$ cat src/rtl/lkg_pkg.sv
package lkg_pkg;

    typedef enum logic [1:0] {
        ST_IDLE       = 2'd0,
        ST_LOCK_FIRST = 2'd1,
        ST_LOCK_DROP  = 2'd2,
        ST_OPEN       = 2'd3
    } lkg_state_t;

    typedef enum logic [1:0] {
        ACT_NONE   = 2'd0,
        ACT_WRITE  = 2'd1,
        ACT_REJECT = 2'd2
    } lkg_act_t;

endpackage

$ cat src/rtl/lkg_addr_split.sv
module lkg_addr_split #(
    parameter int ADDR_W = 10,
    parameter int OFS_W  = 3
) (
    input  logic [ADDR_W-1:0] addr,
    output logic [ADDR_W-1:0] page_base,
    output logic [OFS_W-1:0]  page_ofs,
    output logic              is_base
);
    localparam int HI_W = ADDR_W - OFS_W;

    // Page base keeps the upper bits and zeroes the offset field.
    always_comb begin
        page_base = {addr[ADDR_W-1:OFS_W], {OFS_W{1'b0}}};
        page_ofs  = addr[OFS_W-1:0];
        is_base   = (page_ofs == '0);
    end

    logic [HI_W-1:0] unused_hi;
    assign unused_hi = addr[ADDR_W-1:OFS_W];

endmodule

$ cat src/rtl/lkg_permit.sv
module lkg_permit #(
    parameter int DATA_W = 8,
    parameter int OFS_W  = 3
) (
    input  logic [OFS_W-1:0]  ofs,
    input  logic              is_base,
    input  logic [DATA_W-1:0] mask,
    input  logic [DATA_W-1:0] old_val,
    input  logic [DATA_W-1:0] new_val,
    output logic              allow,
    output logic [DATA_W-1:0] store_val
);
    logic [DATA_W-1:0] sel;

    // One-hot decode of the page offset onto the mask bits.
    for (genvar i = 0; i < DATA_W; i++) begin : g_sel
        assign sel[i] = (ofs == i[OFS_W-1:0]);
    end

    always_comb begin
        allow = |(sel & mask);
        if (is_base) begin
            store_val = old_val & new_val;
        end else begin
            store_val = new_val;
        end
    end

endmodule

$ cat src/rtl/lkg_fsm.sv
module lkg_fsm
    import lkg_pkg::*;
(
    input  logic       clk,
    input  logic       rst_n,
    input  logic       cmd_start,
    input  logic       cmd_lock_mode,
    input  logic       cmd_stop,
    input  logic       byte_vld,
    output lkg_state_t st_q,
    output logic       take_lock,
    output logic       take_open
);
    lkg_state_t st_d;

    // State register.
    always_ff @(posedge clk) begin
        if (!rst_n) begin
            st_q <= ST_IDLE;
        end else begin
            st_q <= st_d;
        end
    end

    // Next-state logic.
    always_comb begin
        st_d = st_q;
        if (cmd_start) begin
            st_d = cmd_lock_mode ? ST_LOCK_FIRST : ST_OPEN;   // start_lock / start_open
        end else if (cmd_stop) begin
            st_d = ST_IDLE;                                     // stop
        end else begin
            unique case (st_q)
                ST_IDLE:       st_d = ST_IDLE;
                ST_LOCK_FIRST: st_d = byte_vld ? ST_LOCK_DROP : ST_LOCK_FIRST; // take_first
                ST_LOCK_DROP:  st_d = ST_LOCK_DROP;
                ST_OPEN:       st_d = ST_OPEN;                  // open_byte
                default:       st_d = ST_IDLE;
            endcase
        end
    end

    // Output decode: which kind of byte is consumed this cycle.
    always_comb begin
        take_lock = 1'b0;
        take_open = 1'b0;
        if (byte_vld && !cmd_start && !cmd_stop) begin
            unique case (st_q)
                ST_IDLE:       ;
                ST_LOCK_FIRST: take_lock = 1'b1;
                ST_LOCK_DROP:  ;
                ST_OPEN:       take_open = 1'b1;
                default:       ;
            endcase
        end
    end

endmodule

$ cat src/rtl/lkg_gate.sv
module lkg_gate
    import lkg_pkg::*;
#(
    parameter int ADDR_W = 10,
    parameter int DATA_W = 8
) (
    input  logic              clk,
    input  logic              rst_n,
    input  logic              cmd_start,
    input  logic [ADDR_W-1:0] cmd_addr,
    input  logic              cmd_lock_mode,
    input  logic              cmd_stop,
    input  logic              byte_vld,
    input  logic [DATA_W-1:0] byte_dat,
    input  logic [DATA_W-1:0] lock_val,
    input  logic [DATA_W-1:0] cur_val,
    output logic [ADDR_W-1:0] lock_addr,
    output logic [ADDR_W-1:0] tgt_addr,
    output logic              wr_en,
    output logic [ADDR_W-1:0] wr_addr,
    output logic [DATA_W-1:0] wr_dat,
    output logic              wr_rej
);
    localparam int OFS_W = $clog2(DATA_W);

    lkg_state_t        st_q;
    logic              take_lock;
    logic              take_open;
    logic [ADDR_W-1:0] addr_q;
    logic [OFS_W-1:0]  ofs;
    logic              is_base;
    logic              allow;
    logic [DATA_W-1:0] store_val;
    lkg_act_t          act;

    lkg_fsm u_fsm (
        .clk           (clk),
        .rst_n         (rst_n),
        .cmd_start     (cmd_start),
        .cmd_lock_mode (cmd_lock_mode),
        .cmd_stop      (cmd_stop),
        .byte_vld      (byte_vld),
        .st_q          (st_q),
        .take_lock     (take_lock),
        .take_open     (take_open)
    );

    lkg_addr_split #(.ADDR_W(ADDR_W), .OFS_W(OFS_W)) u_split (
        .addr      (addr_q),
        .page_base (lock_addr),
        .page_ofs  (ofs),
        .is_base   (is_base)
    );

    lkg_permit #(.DATA_W(DATA_W), .OFS_W(OFS_W)) u_permit (
        .ofs       (ofs),
        .is_base   (is_base),
        .mask      (lock_val),
        .old_val   (cur_val),
        .new_val   (byte_dat),
        .allow     (allow),
        .store_val (store_val)
    );

    assign tgt_addr = addr_q;

    // Target address: loaded at start, advanced per byte in open mode.
    always_ff @(posedge clk) begin
        if (!rst_n) begin
            addr_q <= '0;
        end else if (cmd_start) begin
            addr_q <= cmd_addr;
        end else if (take_open) begin
            addr_q <= addr_q + 1'b1;
        end
    end

    always_comb begin
        act = ACT_NONE;
        if (take_open) begin
            act = ACT_WRITE;
        end else if (take_lock) begin
            act = allow ? ACT_WRITE : ACT_REJECT;
        end
    end

    // Registered result.
    always_ff @(posedge clk) begin
        if (!rst_n) begin
            wr_en   <= 1'b0;
            wr_rej  <= 1'b0;
            wr_addr <= '0;
            wr_dat  <= '0;
        end else begin
            wr_en  <= (act == ACT_WRITE);
            wr_rej <= (act == ACT_REJECT);
            if (act == ACT_WRITE) begin
                wr_addr <= addr_q;
                wr_dat  <= take_open ? byte_dat : store_val;
            end
        end
    end

endmodule

$ cat config.mk
export PLATFORM = sky130hd
export DESIGN_NAME = lkg_gate
export DESIGN_NICKNAME = d
export VERILOG_FILES = /design/src/rtl/lkg_pkg.sv /design/src/rtl/lkg_addr_split.sv /design/src/rtl/lkg_permit.sv /design/src/rtl/lkg_fsm.sv /design/src/rtl/lkg_gate.sv
export SDC_FILE = /design/constraint.sdc
export NUM_CORES = 1
export LEC_CHECK = 0
export BUFFER_PORTS_ARGS = -buffer_cell sky130_fd_sc_hd__buf_2
export CAP_MARGIN = 20
export CORE_AREA = 3 3 80 82
export DETAILED_ROUTE_END_ITERATION = 12
export DIE_AREA = 0 0 83 85
export GPL_TIMING_DRIVEN = 0
export PLACE_DENSITY = 0.66
export SYNTH_ARGS = -nofsm -noshare
export SYNTH_HDL_FRONTEND = slang
export SYNTH_SLANG_ARGS = --single-unit
$ cat constraint.sdc
create_clock -name clk -period 2.3 [get_ports clk]
set_clock_uncertainty 0.1 [all_clocks]
set_input_delay 0.345 -clock clk [delete_from_list [all_inputs] [get_ports clk]]
set_output_delay 0.345 -clock clk [all_outputs]
set_load 0.02 [all_outputs]
==> reports/qor.yml <==
drt:
  avgRoutedWirePerCell_um: 13.14
  first_iter_violations: 60
  vias: 1675
  drt-vias-per-instance: 4.692
  drcViolationCount: 0
  dr.max_layer_used: "met4"
  wl_met2_mm: 2.207
  drt-total-wl_mm: 4.690
  met1_length_mm: 2.085
  antenna_left: 0
  firstDrtPassIters: 4
  met3_length_um: 349
place:
  place_hpwl_mm: 3.590
  post-place-ws_ns: -0.03754
  portBuffers: 76
  dp_cells: 349
  gp_routability_congestion: 0.8003
  dpl-instance-area_um2: 2203
worst_setup_path:
  critPathCapture: "wr_en"
  crit_path_start_kind: "register"
  r2r_setup_slack_ns: 0.07
  path_max_fanout: 10
  cpMaxStageDelayCell: "dfxtp_4"
  crit_buf_inv: 2
  worstSetupEndpointType: "register"
  r2r_cells: 8
  critPathMostFrequentCell: "buf_6"
  cp.arrival_ns: 2.30
  r2r-start: "tgt_addr[0]"
  path_cells: "ha_2, ha_1, a221o_1, a211o_1, o21a_1, buf_6, buf_6, and2_1"
  cp-startpoint: "tgt_addr[0]"
  path_delay_family: "compound AO/OA/AOI/OAI gates"
  crit_type: "register to register"
  critical_path.max_stage_delay_ns: 0.38
  worstPathRequired_ns: 2.37
  worstSetupPathDepth: 8
  timing.rr.end: "wr_en"
cts:
  cts_max_path_buffers: 2
  cts_made_buffers: 5
  cts.sinks: 32
  cts.reportedPaths.clkPinSlew_ns: 0.07
  post_cts.repair.setup_buffers: 0
  cts_tree: "yes"
  clockRootBuffer: "clkbuf_8"
  insertion_delay_ns: 0.28
  htreeDepth: 2
sta:
  finalSetupViolCount: 0
  max_slew_margin_pct: 59.28
  setup_slack_ns: 0.06880
  finalMaxSlewViolations: 0
  hold_violations: 0
  fin_crit_ns: 2.231
  fmax_mhz: 448.2
  timing.hold.ws_ns: 0.2014
  fin_crit_sh_pct: 97.01
  worst_pin_slew_ns: 0.6067
  fin_tns_setup_ns: 0
yosys:
  ys_ff_latch: 32
  synth_most_common_cell: "nand2_1"
  syn_area_per_cell_um2: 8.778
  synth_commonest_cells: "nand2_1 (42), dfxtp_1 (32), mux2i_1 (18)"
  synth_top_cell_by_area: "dfxtp_1"
  syn_inst: 196
  async_reset_ff_share_pct: 0
  yosysTopAreaCellShare_pct: 37.24
  yosys_most_used_dff: "dfxtp_1"
  synth_cell_types: 45
  synth-warning-count: 0
  synth_edf_count: 0
  synth_area_um2: 1720
  synth_sequential_area_ratio_pct: 37.24
  synth.area.top_cells: "dfxtp_1 (37%), mux2i_1 (10%), nand2_1 (9.2%)"
floorplan:
  rows: 28
  die_area_um2: 7055
  die_h_um: 85
  initial_core_util_pct: 29.58
  die_w_um: 83
  coreArea_um2: 5816
  top_level_ports: 80
pwr:
  power_mw: 1.233
  p_leak_nw: 1.038
  p_per_area_nw_per_um2: 534.3
  peakVddDrop_uv: 207.5
worst_hold_path:
  min_path_type: "primary input to register"
  worstHoldPathCells: 3
layout:
  stdcell_area_um2: 2308
  nets: 327
  antenna_cells: 0
  layoutNonFillerInstCount: 357
  fin_util_pct: 39.69
  final.fill_count: 627
  area_growth_pct: 34.18
  drive_above_1_share_pct: 38.30
grt:
  grt_overflow_total: 0
  grt.total_usage_pct: 14.03
  grt_antenna_before_repair: 0
  grt_max_degree: 11
  grt_pass1_wl_mm: 8.162
  grt_pass1_vias: 1653
status:
  status: "finished, final reports clean"
flow_run:
  drv_cap: 0
state kept, by name, indices dropped and copies added, names as in the netlist:
| signal | cells |
|---|---|
| tgt_addr | 10 |
| u_fsm.st_q | 2 |
| wr_addr | 10 |
| wr_dat | 8 |
| wr_en | 1 |
| wr_rej | 1 |
layout by cell type, fill, tap and decap left out, types with 2 or more instances in the layout:
cell      count
nand2_1      42
o211ai_1     10
o21a_1        2
a31oi_1       3
nor2b_1       4
mux2_2        2
a22oi_1       2
mux2i_1      18
clkbuf_8      6
and3_1        2
buf_2        77
nand3_1       2
dfxtp_1      29
a21oi_1       9
clkbuf_1      9
o21ai_0       2
buf_6         4
a211o_1       2
nor2_1        5
buf_4        10
or3_1         2
ha_1          5
inv_1         6
dfxtp_2       2
conb_1        3
cells by family after synthesis:
| group | Yosys count | share of synthesized area (%) |
|---|---|---|
| multiplexers | 20 | 11.78 |
| adder cells (fa/ha/maj) | 6 | 4.364 |
| AO/OA/AOI/OAI | 41 | 16.80 |
| other | 1 | 0.2180 |
| buffers and inverters | 28 | 9.672 |
| flip-flops | 32 | 37.24 |
| AND/OR/NAND/NOR | 68 | 19.93 |
per-layer routing:
layer  up-vias  global-route usage, %
met3         6                  3.883
met1       754                  18.21
met2        67                  23.10
met5         -                      0
met4         0                  3.566
li1        848                      -
timing repair:
| item | in CTS | in global routing |
|---|---|---|
| hold buffers | 0 | 0 |
| setup endpoints to repair | 10 | 10 |
| pin swaps | 0 | 0 |
| resized for setup | 3 | 5 |
power by group:
group	switching [mW]	internal [mW]	total (mW)	leakage, nW
Combinational	0.112	0.0904	0.202	0.731
Sequential	0.0200	0.569	0.589	0.262
Clock	0.198	0.244	0.442	0.0455
tightest hold or removal path, cell delays in order:
cell,delay (ns)
buf_2,0.09
nand2_1,0.05
a21oi_1,0.05
worst min path at each step:
| stage | start | end | slack [ns] |
|---|---|---|---|
| after floorplan | cmd_addr[2] | tgt_addr[2] | 0.39 |
| after global placement | wr_dat[1] | wr_dat[1] | 0.34 |
| after detailed placement | wr_dat[1] | wr_dat[1] | 0.34 |
| after CTS | cmd_addr[0] | tgt_addr[0] | 0.19 |
| after global routing | cmd_addr[0] | tgt_addr[0] | 0.19 |
| final | cmd_addr[0] | tgt_addr[0] | 0.20 |
final cells by class:
| cell class | count | area (um2) | area share, % |
|---|---|---|---|
| multi-input combinational | 138 | 923.4 | 40.00 |
| sequential | 32 | 646.9 | 28.02 |
| timing repair buffer | 76 | 380.4 | 16.48 |
| buffer | 22 | 151.4 | 6.558 |
| tap | 75 | 93.84 | 4.065 |
| clock buffer | 8 | 90.09 | 3.902 |
| inverter | 6 | 22.52 | 0.9756 |
(Power assumes the default switching activity.)
